File: src/rtl/fpcs_pkg.sv
package fpcs_pkg;

   // Control-register numbers that software addresses
   localparam int CR_IMPL = 0;
   localparam int CR_CC   = 25;
   localparam int CR_EXC  = 26;
   localparam int CR_ENA  = 28;
   localparam int CR_FULL = 31;

   localparam int CSR_W      = 32;
   localparam int NCC        = 8;
   localparam int EXC_W      = 5;   // I U O Z V
   localparam int CAU_W      = 6;   // I U O Z V E
   localparam int FLG_LO     = 2;
   localparam int ENA_LO     = 7;
   localparam int CAU_LO     = 12;
   localparam int CC0_POS    = 23;
   localparam int FLUSH_POS  = 24;
   localparam int CCH_LO     = 25;
   localparam int VIEW_FLUSH = 2;

   localparam logic [CSR_W-1:0] MASK_RM    = 32'h0000_0003;
   localparam logic [CSR_W-1:0] MASK_FLG   = 32'h0000_007C;
   localparam logic [CSR_W-1:0] MASK_ENA   = 32'h0000_0F80;
   localparam logic [CSR_W-1:0] MASK_CAU   = 32'h0003_F000;
   localparam logic [CSR_W-1:0] MASK_CC    = 32'hFE80_0000;
   localparam logic [CSR_W-1:0] MASK_FLUSH = 32'h0100_0000;
   localparam logic [CSR_W-1:0] MASK_LIVE  =
      MASK_RM | MASK_FLG | MASK_ENA | MASK_CAU | MASK_CC | MASK_FLUSH;

   typedef enum logic [1:0] {
      RND_NEAREST = 2'd0,
      RND_ZERO    = 2'd1,
      RND_UP      = 2'd2,
      RND_DOWN    = 2'd3
   } rnd_mode_e;

   // Trap condition: enabled cause present, or unimplemented cause present
   function automatic logic trap_cond(input logic [CSR_W-1:0] w);
      logic [CSR_W-1:0] cau;
      logic [CSR_W-1:0] ena;
      cau = (w & MASK_CAU) >> CAU_LO;
      ena = (w & MASK_ENA) >> ENA_LO;
      return ((cau & ena) != '0) || (cau[EXC_W] == 1'b1);
   endfunction

endpackage

File: src/rtl/fpcs_read_view.sv
module fpcs_read_view
   import fpcs_pkg::*;
#(
   parameter int               XLEN     = 64,
   parameter int               ADDR_W   = 5,
   parameter logic [CSR_W-1:0] IMPL_REV = 32'h0000_0320
) (
   input  logic [CSR_W-1:0]  csr_i,
   input  logic [ADDR_W-1:0] addr_i,
   output logic [XLEN-1:0]   data_o
);

   localparam int EXT_W = XLEN - CSR_W;

   logic [CSR_W-1:0] view;
   logic [NCC-1:0]   cc_packed;

   // Close the gap: code 0 goes to bit 0, codes 7..1 to bits 7..1
   assign cc_packed = {csr_i[CSR_W-1:CCH_LO], csr_i[CC0_POS]};

   always_comb begin
      view = '0;
      case (addr_i)
         ADDR_W'(CR_IMPL): view = IMPL_REV;
         ADDR_W'(CR_CC):   view = {{(CSR_W-NCC){1'b0}}, cc_packed};
         ADDR_W'(CR_EXC):  view = csr_i & (MASK_CAU | MASK_FLG);
         ADDR_W'(CR_ENA): begin
            view = csr_i & (MASK_ENA | MASK_RM);
            view[VIEW_FLUSH] = csr_i[FLUSH_POS];
         end
         ADDR_W'(CR_FULL): view = csr_i & MASK_LIVE;
         default:          view = '0;
      endcase
   end

   generate
      if (EXT_W > 0) begin : g_sext
         assign data_o = {{EXT_W{view[CSR_W-1]}}, view};
      end else begin : g_native
         assign data_o = view;
      end
   endgenerate

endmodule

File: src/rtl/fpcs_write_merge.sv
module fpcs_write_merge
   import fpcs_pkg::*;
#(
   parameter int ADDR_W = 5
) (
   input  logic [CSR_W-1:0]  csr_i,
   input  logic              wr_en_i,
   input  logic [ADDR_W-1:0] addr_i,
   input  logic [CSR_W-1:0]  data_i,
   output logic [CSR_W-1:0]  csr_o,
   output logic              recheck_o
);

   logic [CSR_W-1:0] cc_spread;

   // Reopen the gap: bit 0 to code 0 position, bits 7..1 to the high codes
   always_comb begin
      cc_spread = '0;
      cc_spread[CC0_POS] = data_i[0];
      for (int k = 1; k < NCC; k++) begin
         cc_spread[CCH_LO + k - 1] = data_i[k];
      end
   end

   always_comb begin
      csr_o     = csr_i;
      recheck_o = 1'b0;
      if (wr_en_i) begin
         case (addr_i)
            ADDR_W'(CR_CC): begin
               csr_o = (csr_i & ~MASK_CC) | cc_spread;
            end
            ADDR_W'(CR_EXC): begin
               csr_o     = (csr_i & ~(MASK_CAU | MASK_FLG)) |
                           (data_i & (MASK_CAU | MASK_FLG));
               recheck_o = 1'b1;
            end
            ADDR_W'(CR_ENA): begin
               csr_o = (csr_i & (MASK_CC | MASK_CAU | MASK_FLG)) |
                       (data_i & (MASK_ENA | MASK_RM));
               csr_o[FLUSH_POS] = data_i[VIEW_FLUSH];
               recheck_o        = 1'b1;
            end
            ADDR_W'(CR_FULL): begin
               csr_o     = data_i & MASK_LIVE;
               recheck_o = 1'b1;
            end
            default: begin
               csr_o     = csr_i;
               recheck_o = 1'b0;
            end
         endcase
      end
   end

endmodule

File: src/rtl/fpcs_op_update.sv
module fpcs_op_update
   import fpcs_pkg::*;
(
   input  logic [CSR_W-1:0] csr_i,
   input  logic             recheck_i,
   input  logic             op_valid_i,
   input  logic             invalid_i,
   input  logic             div0_i,
   input  logic             overflow_i,
   input  logic             underflow_i,
   input  logic             inexact_i,
   input  logic             unimpl_i,
   output logic [CSR_W-1:0] csr_o,
   output logic             trap_o
);

   logic [CAU_W-1:0] cause_new;
   logic [CSR_W-1:0] cause_word;
   logic [CSR_W-1:0] flag_word;

   // Cause order from bit 0: I U O Z V E
   assign cause_new = {unimpl_i, invalid_i, div0_i, overflow_i, underflow_i, inexact_i};

   always_comb begin
      cause_word = '0;
      flag_word  = '0;
      for (int k = 0; k < CAU_W; k++) begin
         cause_word[CAU_LO + k] = cause_new[k];
      end
      for (int k = 0; k < EXC_W; k++) begin
         flag_word[FLG_LO + k] = cause_new[k];
      end
   end

   always_comb begin
      csr_o = csr_i;
      if (op_valid_i) begin
         csr_o = (csr_i & ~MASK_CAU) | cause_word | flag_word;
      end
      trap_o = (op_valid_i || recheck_i) && trap_cond(csr_o);
   end

endmodule

File: src/rtl/fpcs_unit.sv
module fpcs_unit
   import fpcs_pkg::*;
#(
   parameter int          XLEN     = 64,
   parameter int          ADDR_W   = 5,
   parameter logic [31:0] IMPL_REV = 32'h0000_0320
) (
   input  logic              clk,
   input  logic              rst_n,
   input  logic              wr_en,
   input  logic [ADDR_W-1:0] wr_addr,
   input  logic [31:0]       wr_data,
   input  logic [ADDR_W-1:0] rd_addr,
   output logic [XLEN-1:0]   rd_data,
   input  logic              op_valid,
   input  logic              st_invalid,
   input  logic              st_div0,
   input  logic              st_overflow,
   input  logic              st_underflow,
   input  logic              st_inexact,
   input  logic              st_unimpl,
   output logic [1:0]        round_mode,
   output logic              flush_zero,
   output logic [7:0]        cond_codes,
   output logic              fp_trap
);

   if (!(XLEN == 32 || XLEN == 64)) begin : g_bad_xlen
      $error("fpcs_unit: XLEN must be 32 or 64");
   end
   if (ADDR_W < 5) begin : g_bad_addr
      $error("fpcs_unit: ADDR_W must be at least 5");
   end

   logic [CSR_W-1:0] csr_q;
   logic [CSR_W-1:0] csr_merged;
   logic [CSR_W-1:0] csr_next;
   logic             recheck;
   logic             trap_next;

   fpcs_write_merge #(.ADDR_W(ADDR_W)) u_merge (
      .csr_i     (csr_q),
      .wr_en_i   (wr_en),
      .addr_i    (wr_addr),
      .data_i    (wr_data),
      .csr_o     (csr_merged),
      .recheck_o (recheck)
   );

   fpcs_op_update u_update (
      .csr_i       (csr_merged),
      .recheck_i   (recheck),
      .op_valid_i  (op_valid),
      .invalid_i   (st_invalid),
      .div0_i      (st_div0),
      .overflow_i  (st_overflow),
      .underflow_i (st_underflow),
      .inexact_i   (st_inexact),
      .unimpl_i    (st_unimpl),
      .csr_o       (csr_next),
      .trap_o      (trap_next)
   );

   fpcs_read_view #(.XLEN(XLEN), .ADDR_W(ADDR_W), .IMPL_REV(IMPL_REV)) u_view (
      .csr_i  (csr_q),
      .addr_i (rd_addr),
      .data_o (rd_data)
   );

   always_ff @(posedge clk or negedge rst_n) begin
      if (!rst_n) begin
         csr_q   <= '0;
         fp_trap <= 1'b0;
      end else begin
         csr_q   <= csr_next;
         fp_trap <= trap_next;
      end
   end

   assign round_mode = csr_q[1:0];
   assign flush_zero = csr_q[FLUSH_POS];
   assign cond_codes = {csr_q[CSR_W-1:CCH_LO], csr_q[CC0_POS]};

   logic wr_defined;
   assign wr_defined = (wr_addr == ADDR_W'(CR_IMPL)) || (wr_addr == ADDR_W'(CR_CC))  ||
                       (wr_addr == ADDR_W'(CR_EXC))  || (wr_addr == ADDR_W'(CR_ENA)) ||
                       (wr_addr == ADDR_W'(CR_FULL));

   AST_RSVD_ZERO: assert property (@(posedge clk) disable iff (!rst_n)
      (csr_q & ~MASK_LIVE) == '0);

   AST_TRAP_HAS_CAUSE: assert property (@(posedge clk) disable iff (!rst_n)
      fp_trap |-> trap_cond(csr_q));

   AST_FLAGS_STICKY: assert property (@(posedge clk) disable iff (!rst_n)
      (op_valid && !(wr_en && (wr_addr == ADDR_W'(CR_EXC) || wr_addr == ADDR_W'(CR_FULL))))
      |=> ((csr_q & $past(csr_q) & MASK_FLG) == ($past(csr_q) & MASK_FLG)));

   AST_CC_VIEW_LOCAL: assert property (@(posedge clk) disable iff (!rst_n)
      (wr_en && wr_addr == ADDR_W'(CR_CC) && !op_valid)
      |=> ((csr_q & ~MASK_CC) == ($past(csr_q) & ~MASK_CC)));

   AST_ENA_VIEW_KEEPS: assert property (@(posedge clk) disable iff (!rst_n)
      (wr_en && wr_addr == ADDR_W'(CR_ENA) && !op_valid)
      |=> ((csr_q & (MASK_CC | MASK_CAU | MASK_FLG)) ==
           ($past(csr_q) & (MASK_CC | MASK_CAU | MASK_FLG))));

   AST_UNDEF_IGNORED: assert property (@(posedge clk) disable iff (!rst_n)
      (wr_en && (!wr_defined || wr_addr == ADDR_W'(CR_IMPL)) && !op_valid)
      |=> (csr_q == $past(csr_q)));

endmodule

File: config.mk
export PLATFORM = sky130hd
export DESIGN_NAME = fpcs_unit
export DESIGN_NICKNAME = d
export VERILOG_FILES = /design/src/rtl/fpcs_pkg.sv /design/src/rtl/fpcs_read_view.sv /design/src/rtl/fpcs_write_merge.sv /design/src/rtl/fpcs_op_update.sv /design/src/rtl/fpcs_unit.sv
export SDC_FILE = /design/constraint.sdc
export NUM_CORES = 1
export LEC_CHECK = 0
export ABC_AREA = 1
export BUFFER_PORTS_ARGS = -buffer_cell sky130_fd_sc_hd__buf_2
export CORE_MARGIN = 4
export CORE_UTILIZATION = 46
export CTS_CLUSTER_SIZE = 16
export DETAILED_ROUTE_END_ITERATION = 8
export PLACE_DENSITY = 0.78
export SYNTH_ARGS = -nofsm -noshare
export SYNTH_HDL_FRONTEND = slang
export SYNTH_HIERARCHICAL = 1
export SYNTH_SLANG_ARGS = --single-unit
File: constraint.sdc
create_clock -name clk -period 2.7 [get_ports clk]
set_clock_uncertainty 0.1 [all_clocks]
set_input_delay 0.135 -clock clk [delete_from_list [all_inputs] [get_ports clk]]
set_output_delay 0.135 -clock clk [all_outputs]
set_load 0.01 [all_outputs]
Word-level counts from Yosys, hierarchy flattened --
Index checks and enable logic that the tools add are counted.
Operators by class: add/subtract/negate cells 0, $mul 0, div/mod/pow operators 0, $lt $le $gt $ge 0, equal/unequal tests 8, shift-type cells 0, mux-type cells 6, bitwise logic cells 6, reductions and logical operators 6
Operator list (count):
- case mux 32 bit (5 select lines) | 1
- case mux 32 bit (4 select lines) | 1
- two-way mux 32 bit | 2
- bitwise OR 32 x 18 -> 32 bit | 2
- equality test 5 bit, second input constant | 8
- bitwise OR 25 x 32 -> 32 bit | 1
- bitwise OR 32 x 12 -> 32 bit | 1
- bitwise OR 32 x 7 -> 32 bit | 1
- nonzero test 32 bit | 1
- AND 6 x 5 -> 6 bit | 1
- zero test 5 bit | 1
- OR reduction 3 bit | 1
- logical OR 1 bit | 2
- two-way mux 1 bit | 2
- logical AND 1 bit | 1
Storage, ports and cells: register bits 33, latch bits 0, RAM bits 0, memory bits (read-only) 0, bits of input ports 52, output and inout port bits 76, word-level logic and storage cells 28, memories 0

Logic depth before layout (Yosys ltp) --
word-level depth 10, gate-level depth with buffers 16, gate-level depth less buffers 14

Modules after synthesis --
Netlist, hierarchy kept.
Modules (own cells, without submodules):
- fpcs_write_merge | instances 1, cells each 271, area each 1184.9 um^2, seq. area each 0.0 um^2
- fpcs_unit | instances 1, cells each 43, area each 900.9 um^2, seq. area each 825.8 um^2
- fpcs_read_view | instances 1, cells each 129, area each 659.4 um^2, seq. area each 0.0 um^2
- fpcs_op_update | instances 1, cells each 63, area each 330.3 um^2, seq. area each 0.0 um^2

Worst setup path after synthesis --
OpenSTA, ideal clock, no wires.
kind input to output, start point in rd_addr[3], end point out rd_data[32], data arrival time 1.914 ns, data required time 2.465 ns, setup slack 0.551 ns, stages 6, path buffers 2, cell sequence nand2_1 nor2_2 nand2_2 buf_6 nor2_1 buf_4
On the way: longest elaborated chain between the ends 2, elaborated cells on any way between the ends 6, those cells by class 4 x eq/ne; 1 x mux; 1 x reduce/logical
RTL lines:
- from (decl) | line fpcs_unit.sv:13 | input logic [ADDR_W-1:0] rd_addr,
- equality test 5 bit / zero test 5 bit (equally long branches) | line fpcs_read_view.sv:23 | case (addr_i)
- case mux 32 bit (5 select lines) (*) | line fpcs_read_view.sv:23
- to (decl) | line fpcs_unit.sv:14 | output logic [XLEN-1:0] rd_data,
Every way passes the cells marked *; elsewhere a longest branch is shown, timed or not.

Final worst setup path --
start point in wr_addr[3], end point reg fp_trap
On the way: elaborated cells on any way between the ends 17, those cells by class 4 x eq/ne; 5 x mux; 3 x bitwise; 5 x reduce/logical
RTL lines:
- from (decl) | line fpcs_unit.sv:11 | input logic [ADDR_W-1:0] wr_addr,
- equality test 5 bit | line fpcs_write_merge.sv:29 | case (addr_i)
- case mux 32 bit (4 select lines) (*) | line fpcs_write_merge.sv:29
- two-way mux 32 bit (*) | line fpcs_write_merge.sv:28 | if (wr_en_i) begin
- via csr_merged[16] | line fpcs_unit.sv:36 | logic [CSR_W-1:0] csr_merged;
- two-way mux 32 bit (*) | line fpcs_op_update.sv:37 | if (op_valid_i) begin
- via csr_next[16] | line fpcs_unit.sv:37 | logic [CSR_W-1:0] csr_next;
- AND 6 x 5 -> 6 bit (*) | line fpcs_pkg.sv:44 | return ((cau & ena) != '0) || (cau[EXC_W] == 1'b1);
- nonzero test 32 bit (*) | line fpcs_pkg.sv:44
- logical OR 1 bit (*) | line fpcs_pkg.sv:44
- logical AND 1 bit (*) | line fpcs_op_update.sv:40 | trap_o = (op_valid_i || recheck_i) && trap_cond(csr_o);
- via trap_next | line fpcs_unit.sv:39 | logic trap_next;
- to (signal assigned) | line fpcs_unit.sv:76 | fp_trap <= trap_next;
- to (decl) | line fpcs_unit.sv:25 | output logic fp_trap
Mark *: on every way through the listed nets, which the timed path passes. The rest lies on a longest branch.

==> impl_metrics.env <==
export IMPL_drt_wl_total_um=7613
export IMPL_dp_cells=610
export IMPL_cts_max_level=1
export IMPL_rsz0062_at_grt="false"
export IMPL_worst_setup_path_start_kind="primary input"
export IMPL_rows=28
export IMPL_crit_end="fp_trap"
export IMPL_rrSetupSlack_ps=1340
export IMPL_r2r_cells=10
export IMPL_routed_via_density=4.846
export IMPL_powerDensity_mw_per_mm2=428.5
export IMPL_cp_max_fo=19
export IMPL_critPathArrivalTime_ps=2100
export IMPL_placed_cell_area_mm2=0.003023
export IMPL_setup_tns_ps=0
export IMPL_crit_start="wr_addr[3]"
export IMPL_gr_usage_all_layers_pct=19.85
export IMPL_start_util_pct=47.72
export IMPL_end_kind="register"
export IMPL_firstDrtPassIters=5
export IMPL_place_ws_ps=498.6
export IMPL_ir_worst_vdd_v=0.0002925
export IMPL_grt_max_degree=34
export IMPL_numCtsBuffers=3
export IMPL_path_clk_slew_ps=100
export IMPL_final_antenna_net_count=0
export IMPL_grt_pass1_vias=2685
export IMPL_gp_congestion=0.9209
export IMPL_clock_latency_ps=280
export IMPL_nNetsFinal=594
export IMPL_hold_class="in2reg"
export IMPL_mappedNetlistArea_mm2=0.002859
export IMPL_areaGrowthSynthToFinish_pct=8.928
export IMPL_grt_pass1_wl_um=12190
export IMPL_route_vias_total=2985
export IMPL_cap_viol_max_count=0
export IMPL_status="finished, final reports clean"
export IMPL_io_pins=128
export IMPL_clkSinkCount=28
export IMPL_die_w_um=86.84
export IMPL_dieArea_mm2=0.007540
export IMPL_cts_buffer_depth=2
export IMPL_dp_final_hpwl_um=5918
export IMPL_final_cells=616
export IMPL_cts_hold_buf=2
export IMPL_drc=0
export IMPL_fin_area_mm2=0.003114
export IMPL_drt_iter0_markers=177
export IMPL_dieHeight_um=86.84
export IMPL_ys_warn_count=6
export IMPL_path_class="in2reg"
export IMPL_drive_gt1_share_pct=27.73
export IMPL_antenna_found_initial=0
export IMPL_syn_area_per_cell_um2=5.895
export IMPL_worstReg2RegStart="csr_q[17]"
export IMPL_wl_per_cell_um=12.36
export IMPL_report_final_slew_viol_count=0
export IMPL_slew_headroom_pct=52.17
export IMPL_cts_root_buf="clkbuf_8"
export IMPL_postCtsSetupRepairBufs=0
export IMPL_layout_setup_ws_ps=707.5
export IMPL_ctsResizeCount=0
export IMPL_p_leak_nw=2.068
export IMPL_core_area_mm2=0.005991
export IMPL_synthCells=485
export IMPL_hold_viol_final=0
export IMPL_regToRegEndpoint="fp_trap"
export IMPL_fin_crit_ps=1993
export IMPL_setup_violations=0
export IMPL_io_buffers=117
export IMPL_cts_tree="built"
export IMPL_holdPathStages=3
export IMPL_antenna_cells=0
export IMPL_tightest_slew_ps=714.8
export IMPL_worstPathRequired_ps=2800
export IMPL_overflow=0
export IMPL_max_freq_ghz=0.5019
export IMPL_final_min_period_over_clock_period_pct=73.80
[layer usage]
metal	routed length, um	vias up	GRT usage, %
li1	-	1500	-
met1	3098	1330	25.79
met5	0	-	0
met3	751	11	2.376
met2	3664	144	35.06
met4	99	0	4.391
[report_power, final]
group / internal, mW / total [mW] / switching [mW]
clock network: 0.199 / 0.337 / 0.139
logic: 0.153 / 0.399 / 0.247
registers: 0.497 / 0.598 / 0.101
[how the worst min path moves through the flow]
stage	from	slack (ps)	end
CTS	st_underflow	3	csr_q[3]
floorplan	rst_n	-260	csr_q[0]
global route	st_underflow	20	csr_q[3]
global placement	rst_n	90	csr_q[27]
detailed placement	rst_n	100	csr_q[27]
finish	st_underflow	5	csr_q[3]
[layout make-up]
class,count,area (um^2)
fill,586,2877
timing repair buffer,120,613.1
tap,75,93.84
inverter,43,161.4
clock buffer,3,41.29
sequential,28,700.7
clock inverter,1,30.03
multi-input combinational,346,1474
[per-stage QoR]
| step | power [mW] | hold WS (ps) | utilization, % |
|---|---|---|---|
| finish | 1.334 | 4.521 | 51.98 |
| global route | 1.433 | 20.86 | 51.98 |
| CTS | 1.342 | 2.998 | 51.98 |
| detailed placement | 1.003 | 95.36 | 50.46 |
| global placement | 0.9889 | 87.01 | 50.46 |
| floorplan | 0.9616 | -260.6 | - |
[state kept, by name (all words and copies together) (netlist names)]
register / cells
fp_trap: 1
csr_q: 27
[layout by cell type (no fill, tap or decap), drive strengths merged]
cell and instances:
nand4 1, a21oi 2, inv 42, nor3 1, buf 118, conb 5
bufinv 1, clkbuf 3, nand2 199, dfrtp 28, clkinv 1, nand3 35
nor2 102, dlygate4sd3 2, o21ai 1
[critical path: stages]
cell,delay [ps]
buf_2,140
nand2_2,140
nor2_4,90
nor2_1,570
nand2_2,140
nand2_4,220
nor2_1,80
nor2_1,150
nand2_2,70
nand2_2,60
nand2_1,50
nand2_1,60
nor2_1,40
a21oi_1,140
(Power assumes the default switching activity.)
